### config.mk
export PLATFORM = sky130hd
export DESIGN_NAME = pri_irq_ctrl
export DESIGN_NICKNAME = d
export VERILOG_FILES = /design/src/rtl/irqc_pkg.sv /design/src/rtl/irqc_prienc.sv /design/src/rtl/irqc_ackseq.sv /design/src/rtl/irqc_regs.sv /design/src/rtl/pri_irq_ctrl.sv
export SDC_FILE = /design/constraint.sdc
export NUM_CORES = 1
export LEC_CHECK = 0
export ABC_CLOCK_PERIOD_IN_PS = 4600
export BUFFER_PORTS_ARGS = -buffer_cell sky130_fd_sc_hd__buf_2
export CAP_MARGIN = 5
export CORE_ASPECT_RATIO = 0.7
export CORE_MARGIN = 5
export CORE_UTILIZATION = 55
export CTS_BUF_LIST = sky130_fd_sc_hd__clkbuf_16
export CTS_CLUSTER_DIAMETER = 100
export DETAILED_ROUTE_END_ITERATION = 10
export GPL_ROUTABILITY_DRIVEN = 1
export PLACE_DENSITY = 0.76
export SLEW_MARGIN = 20
export SYNTH_ARGS = -nofsm -noshare
export SYNTH_HDL_FRONTEND = slang
export SYNTH_HIERARCHICAL = 1
export SYNTH_SLANG_ARGS = --single-unit
### constraint.sdc
create_clock -name clk -period 4.6 [get_ports clk]
set_clock_uncertainty 0.15 [all_clocks]
set_input_delay 0.46 -clock clk [delete_from_list [all_inputs] [get_ports clk]]
set_output_delay 0.46 -clock clk [all_outputs]
set_load 0.005 [all_outputs]
### src/rtl/irqc_pkg.sv
package irqc_pkg;

    // Acknowledge sequence phase
    typedef enum logic [1:0] {
        ACK_IDLE = 2'd0,
        ACK_ONE  = 2'd1,
        ACK_TWO  = 2'd2
    } ack_ph_e;

    // Command byte decoding at address 0
    localparam int CMD_CFG_BIT  = 7;
    localparam int CMD_EOI_BIT  = 6;
    localparam int CFG_AEOI_BIT = 6;
    localparam int CFG_LVL_BIT  = 5;
    localparam int CMD_RSEL_BIT = 0;

endpackage

### src/rtl/irqc_prienc.sv
module irqc_prienc #(
    parameter int N  = 8,
    parameter int IW = 3
) (
    input  logic [N-1:0]  vec_i,
    output logic          found_o,
    output logic [IW-1:0] idx_o,
    output logic [N-1:0]  first_oh_o
);

    // Lowest index wins
    always_comb begin
        found_o    = 1'b0;
        idx_o      = '0;
        first_oh_o = '0;
        for (int i = 0; i < N; i++) begin
            if (vec_i[i] && !found_o) begin
                found_o       = 1'b1;
                idx_o         = IW'(i);
                first_oh_o[i] = 1'b1;
            end
        end
    end

endmodule

### src/rtl/irqc_ackseq.sv
module irqc_ackseq
    import irqc_pkg::*;
(
    input  logic clk,
    input  logic rst_n,
    input  logic ack_i,
    output logic commit_o,
    output logic drive_o,
    output logic finish_o,
    output logic busy_o
);

    typedef struct packed {
        ack_ph_e ph;
        logic    ack;
    } seq_t;

    seq_t s_q, s_d;
    logic rise, fall;

    always_comb begin
        rise     = ack_i & ~s_q.ack;
        fall     = ~ack_i & s_q.ack;
        s_d      = s_q;
        s_d.ack  = ack_i;
        commit_o = 1'b0;
        finish_o = 1'b0;
        case (s_q.ph)
            ACK_IDLE: if (rise) begin
                commit_o = 1'b1;
                s_d.ph   = ACK_ONE;
            end
            ACK_ONE:  if (rise) s_d.ph = ACK_TWO;
            ACK_TWO:  if (fall) begin
                finish_o = 1'b1;
                s_d.ph   = ACK_IDLE;
            end
            default:  s_d.ph = ACK_IDLE;
        endcase
        drive_o = ack_i & ((s_q.ph == ACK_TWO) | ((s_q.ph == ACK_ONE) & rise));
        busy_o  = (s_q.ph != ACK_IDLE);
    end

    always_ff @(posedge clk) begin
        if (!rst_n) begin
            s_q.ph  <= ACK_IDLE;
            s_q.ack <= 1'b0;
        end else begin
            s_q <= s_d;
        end
    end

    AST_TWO_FOLLOWS_ONE: assert property (@(posedge clk) disable iff (!rst_n)
        (s_q.ph == ACK_TWO) |-> ($past(s_q.ph) != ACK_IDLE));

    AST_COMMIT_ONLY_IDLE: assert property (@(posedge clk) disable iff (!rst_n)
        commit_o |=> (s_q.ph == ACK_ONE));

endmodule

### src/rtl/irqc_regs.sv
module irqc_regs
    import irqc_pkg::*;
#(
    parameter int N      = 8,
    parameter int DW     = 8,
    parameter int BASE_W = 5
) (
    input  logic              clk,
    input  logic              rst_n,
    input  logic              cs_i,
    input  logic              rd_i,
    input  logic              wr_i,
    input  logic              addr_i,
    input  logic [DW-1:0]     wdata_i,
    input  logic [N-1:0]      irr_i,
    input  logic [N-1:0]      isr_i,
    output logic [N-1:0]      mask_o,
    output logic [BASE_W-1:0] base_o,
    output logic              level_o,
    output logic              aeoi_o,
    output logic              eoi_o,
    output logic              rd_en_o,
    output logic [DW-1:0]     rdata_o
);

    typedef struct packed {
        logic [N-1:0]      mask;
        logic [BASE_W-1:0] base;
        logic              level;
        logic              aeoi;
        logic              rsel;
    } cfg_t;

    cfg_t r_q, r_d;
    logic wen;

    always_comb begin
        r_d   = r_q;
        eoi_o = 1'b0;
        wen   = cs_i & wr_i;
        if (wen) begin
            if (addr_i) begin
                r_d.mask = wdata_i[N-1:0];
            end else if (wdata_i[CMD_CFG_BIT]) begin
                r_d.base  = wdata_i[BASE_W-1:0];
                r_d.level = wdata_i[CFG_LVL_BIT];
                r_d.aeoi  = wdata_i[CFG_AEOI_BIT];
            end else if (wdata_i[CMD_EOI_BIT]) begin
                eoi_o = 1'b1;
            end else begin
                r_d.rsel = wdata_i[CMD_RSEL_BIT];
            end
        end
        rd_en_o = cs_i & rd_i;
        if (!rd_en_o)     rdata_o = '0;
        else if (addr_i)  rdata_o = DW'(r_q.mask);
        else if (r_q.rsel) rdata_o = DW'(isr_i);
        else              rdata_o = DW'(irr_i);
    end

    always_ff @(posedge clk) begin
        if (!rst_n) begin
            r_q.mask  <= '1;
            r_q.base  <= '0;
            r_q.level <= 1'b0;
            r_q.aeoi  <= 1'b0;
            r_q.rsel  <= 1'b0;
        end else begin
            r_q <= r_d;
        end
    end

    assign mask_o  = r_q.mask;
    assign base_o  = r_q.base;
    assign level_o = r_q.level;
    assign aeoi_o  = r_q.aeoi;

    AST_MASK_LOADS: assert property (@(posedge clk) disable iff (!rst_n)
        (cs_i && wr_i && addr_i) |=> (mask_o == $past(wdata_i[N-1:0])));

    AST_CFG_LOADS: assert property (@(posedge clk) disable iff (!rst_n)
        (cs_i && wr_i && !addr_i && wdata_i[CMD_CFG_BIT])
        |=> (base_o == $past(wdata_i[BASE_W-1:0])));

endmodule

### src/rtl/pri_irq_ctrl.sv
module pri_irq_ctrl
    import irqc_pkg::*;
#(
    parameter int N_IRQ = 8,
    parameter int DW    = 8
) (
    input  logic             clk,
    input  logic             rst_n,
    input  logic [N_IRQ-1:0] irq_req_i,
    output logic             irq_o,
    input  logic             ack_i,
    input  logic             bus_cs_i,
    input  logic             bus_rd_i,
    input  logic             bus_wr_i,
    input  logic             bus_addr_i,
    input  logic [DW-1:0]    bus_wdata_i,
    output logic [DW-1:0]    bus_rdata_o,
    output logic             bus_oe_o
);

    localparam int IW     = $clog2(N_IRQ);
    localparam int BASE_W = DW - IW;

    typedef struct packed {
        logic [N_IRQ-1:0] irr;
        logic [N_IRQ-1:0] isr;
        logic [N_IRQ-1:0] req;
        logic [IW-1:0]    idx;
        logic             spur;
    } core_t;

    core_t c_q, c_d;

    logic [N_IRQ-1:0]  mask, pend, p_oh, s_oh, aeoi_clr;
    logic [BASE_W-1:0] base;
    logic              level, aeoi, eoi, rd_en;
    logic [DW-1:0]     reg_rdata;
    logic              commit, drive, finish, busy;
    logic              p_found, s_found, win_found;
    logic [IW-1:0]     p_idx, s_idx;

    irqc_regs #(.N(N_IRQ), .DW(DW), .BASE_W(BASE_W)) u_regs (
        .clk     (clk),
        .rst_n   (rst_n),
        .cs_i    (bus_cs_i),
        .rd_i    (bus_rd_i),
        .wr_i    (bus_wr_i),
        .addr_i  (bus_addr_i),
        .wdata_i (bus_wdata_i),
        .irr_i   (c_q.irr),
        .isr_i   (c_q.isr),
        .mask_o  (mask),
        .base_o  (base),
        .level_o (level),
        .aeoi_o  (aeoi),
        .eoi_o   (eoi),
        .rd_en_o (rd_en),
        .rdata_o (reg_rdata)
    );

    irqc_ackseq u_ack (
        .clk      (clk),
        .rst_n    (rst_n),
        .ack_i    (ack_i),
        .commit_o (commit),
        .drive_o  (drive),
        .finish_o (finish),
        .busy_o   (busy)
    );

    assign pend = c_q.irr & ~mask;

    // Most urgent pending request
    irqc_prienc #(.N(N_IRQ), .IW(IW)) u_pend_enc (
        .vec_i      (pend),
        .found_o    (p_found),
        .idx_o      (p_idx),
        .first_oh_o (p_oh)
    );

    // Most urgent in-service level
    irqc_prienc #(.N(N_IRQ), .IW(IW)) u_svc_enc (
        .vec_i      (c_q.isr),
        .found_o    (s_found),
        .idx_o      (s_idx),
        .first_oh_o (s_oh)
    );

    // Request must strictly outrank every in-service level
    assign win_found = p_found & (~s_found | (p_idx < s_idx));
    assign irq_o     = win_found & ~busy;
    assign aeoi_clr  = {{(N_IRQ-1){1'b0}}, 1'b1} << c_q.idx;

    always_comb begin
        c_d     = c_q;
        c_d.req = irq_req_i;
        if (level) c_d.irr = irq_req_i;
        else       c_d.irr = c_q.irr | (irq_req_i & ~c_q.req);
        if (commit) begin
            if (win_found) begin
                c_d.irr  = c_d.irr & ~p_oh;
                c_d.isr  = c_d.isr | p_oh;
                c_d.idx  = p_idx;
                c_d.spur = 1'b0;
            end else begin
                c_d.idx  = '1;
                c_d.spur = 1'b1;
            end
        end
        if (eoi) c_d.isr = c_d.isr & ~s_oh;
        if (finish && aeoi && !c_q.spur) c_d.isr = c_d.isr & ~aeoi_clr;
    end

    always_ff @(posedge clk) begin
        if (!rst_n) begin
            c_q.irr  <= '0;
            c_q.isr  <= '0;
            c_q.req  <= '0;
            c_q.idx  <= '0;
            c_q.spur <= 1'b0;
        end else begin
            c_q <= c_d;
        end
    end

    assign bus_rdata_o = drive ? {base, c_q.idx} : reg_rdata;
    assign bus_oe_o    = drive | rd_en;

    AST_QUIET_FIRST: assert property (@(posedge clk) disable iff (!rst_n)
        commit ##1 ack_i |-> !drive);

    AST_COMMIT_SETS_ISR: assert property (@(posedge clk) disable iff (!rst_n)
        (commit && win_found) |=> c_q.isr[$past(p_idx)]);

    AST_SPUR_KEEPS_ISR: assert property (@(posedge clk) disable iff (!rst_n)
        (commit && !win_found && !eoi) |=> (c_q.isr == $past(c_q.isr)));

    AST_AUTO_RELEASE: assert property (@(posedge clk) disable iff (!rst_n)
        (finish && aeoi && !c_q.spur) |=> !c_q.isr[$past(c_q.idx)]);

    AST_EOI_ONE_BIT: assert property (@(posedge clk) disable iff (!rst_n)
        (eoi && (c_q.isr != '0) && !commit && !finish)
        |=> ($countones(c_q.isr) == $countones($past(c_q.isr)) - 1));

    AST_MASKED_SILENT: assert property (@(posedge clk) disable iff (!rst_n)
        ((c_q.irr & ~mask) == '0) |-> !irq_o);

endmodule

==> flow_summary.toml <==
[outcome]
status = "finished clean"

[logic_synthesis]
synth.distinct_cells = 50
synth-async-reset-ratio_pct = 0
ys_top_cells_by_count = "47 x dfxtp_1, 29 x nand2_1, 26 x o21ai_0"
yosysTopAreaCell = "dfxtp_1"
synthCells = 328
syn_area_mm2 = 0.00283
yosysWarnings = 6
yosysMostFrequentCell = "dfxtp_1"
synth-seq-area-share_pct = 33.2
yosys_register_bits = 47
synth_area_leaders = "dfxtp_1 33%, mux2i_1 5.7%, o21ai_0 4.6%, buf_4 4.5%, and2_1 4.4%"
syn_nets = 353
yosysTopAreaCellShare_pct = 33.2
synth-edff-count = 0
yosys_most_used_dff = "dfxtp_1"
avgSynthCellArea_um2 = 8.63

[layout]
nets = 363
area_growth_pct = 8.13
diodes = 0
drive_above_1_share_pct = 19.8
nFillCells = 448

[floorplanning]
io_pins = 33
dieArea_mm2 = 0.00670
fp.dieW_um = 95.7
rows = 21
initial_core_util_pct = 57.9
die_h_um = 70.0
coreArea_mm2 = 0.00489

[sta]
whs_ns = 0.235
hold_viol = 0
fin_tns_setup_ns = 0
max_freq_mhz = 319
period_needed_ns = 3.13
finalMaxSlewViolations = 0
post-route-period-util_pct = 68.1
setup_viol = 0
worst_pin_slew_ns = 0.884
worst_slack_ns = 1.47
rsz0062_at_grt = "no"
slew_headroom_pct = 40.9

[global_route]
grt_usage_pct = 20.2
antenna_found_initial = 0
grt_max_degree = 43
grt_pass1_vias = 2117
grt_pass1_wl_mm = 10.6
grt_overflow = 0

[cts]
cts_buffer_depth = 2
cts_buffers = 5
cts_hold_buf = 0
cts.clk_slew.worst_paths_ns = 0.06
clkLatencyLatePin_ns = 0.29
cts-root-buf = "clkbuf_16"
tritoncts = "built"
clock-sinks = 47
cts_setup_buffers = 0
post_cts_resized = 0
cts-htree-levels = 2

[worst_setup_path]
critical_path_peak_fanout = 5
path_class = "register to primary output"
cp.arrival_ns = 2.52
cp-startpoint = "c_q[24]$_SDFF_PN0_"
start_kind = "register"
rr_startpoint = "c_q[20]$_SDFF_PN0_"
reg2reg_depth = 7
crit_path_end_kind = "primary output"
worstPathRequired_ns = 3.99

[power_and_ir_drop]
power.leakage_nw = 1.29
power_density_mw_per_mm2 = 342
peakVddDrop_uv = 216
power_w = 0.00105

[routing]
wire_per_inst_um = 16.2
drtPass1Iterations = 6
drc = 0
via_count = 2373
antenna_left = 0
routed_wl_mm = 6.62
vias_per_cell = 5.82
drtIter0Drc = 294

[worst_hold_path]
hold_path_depth = 2
hp-start = "irq_req_i[0]"
holdCritPathClass = "input pin to register"

[place]
hpwlAfterDp_mm = 4.84
pre_cts_slack_ns = 1.84
place_congestion = 0.896
io_buffers = 32

[job]
max_cap_violations = 0
## cell families (layout without fill, tap and decap cells)
group / Yosys count / in the layout / share of synthesized area, %
compound gates: 73 / 73 / 17.7
buf+inv: 48 / 59 / 9.77
flops: 47 / 47 / 33.2
fa+ha+maj: 2 / 2 / 0.884
mux: 24 / 24 / 8.84
simple gates: 133 / 133 / 29.2
xor+xnor: 1 / 1 / 0.310
## sequential cells by signal, indices dropped and copies added (netlist names)
| signal | cells |
|---|---|
| u_regs/r_q | 1 |
| u_regs/aeoi_o | 1 |
| c_q | 28 |
| u_regs/level_o | 1 |
| u_ack/s_q | 3 |
| u_regs/mask_o | 8 |
| u_regs/base_o | 5 |
## worst max-delay path: stages (launching register included)
cell      delay, ns
dfxtp_1        0.32
nor2b_1        0.17
nor2_1         0.29
o21ai_0        0.15
a211oi_1       0.39
ha_1           0.29
o21ai_0        0.11
a22o_1         0.26
nor2b_1        0.14
buf_2          0.11
## worst paths after layout
check | end | slack [ns]
max reg2reg | c_q[19]$_SDFF_PN0_ | 1.89
min reg2reg | u_regs/mask_o[1]$_SDFFE_PN1P_ | 0.35
max | irq_o | 1.47
min | c_q[4]$_SDFF_PN0_ | 0.23
## routing by layer
| metal | GRT usage (%) | routed length [µm] | up-vias |
|---|---|---|---|
| met5 | 0 | 0 | - |
| met4 | 4.73 | 58 | 0 |
| met3 | 4.29 | 500 | 7 |
| met2 | 28.8 | 2870 | 94 |
| met1 | 30.6 | 3190 | 1116 |
| li1 | - | - | 1156 |
## cell type report
type	instances	area, µm²	share of cell area (%)
clock buffers	5	125	4.09
clock inverters	3	63.8	2.09
inverters	19	71.3	2.33
multi-input cells	233	1610	52.7
flip-flops and latches	47	941	30.7
well taps	69	86.3	2.82
repair buffers	32	160	5.23
## stage by stage
step	instances	utilization [%]	instance area [µm²]
final	408	62.6	3060
after global placement	400	58.8	2870
after floorplan	328	-	2830
after CTS	408	62.6	3060
after detailed placement	400	58.8	2870
after global routing	408	62.6	3060
## power by group
part / total, W / switching, W / internal (W)
registers: 0.000447 / 0.0000188 / 0.000428
logic: 0.000135 / 0.0000734 / 0.0000616
clock network: 0.000463 / 0.000154 / 0.000309
total: 0.00105 / 0.000246 / 0.000799
## cells in the final DEF (no fill, tap or decap), drive strengths merged, types with 2 or more instances in the layout
cell and instances:
dfxtp 47, a21o 2, and3 3, nand2 29
buf 32, mux2i 16, a221oi 12, a211oi 3
ha 2, o221a 2, a21boi 2, nand3 11
o21a 6, mux2 8, nor4b 3, a21oi 5
nor2b 20, nand2b 11, nor2 11, a31oi 3
and4b 2, and2 20, nor4 3, o21ai 34
or2 2, bufinv 2, nand4b 2, clkbuf 5
nor3b 9, inv 20, and2b 2, nor3 2
(Power assumes the default switching activity.)
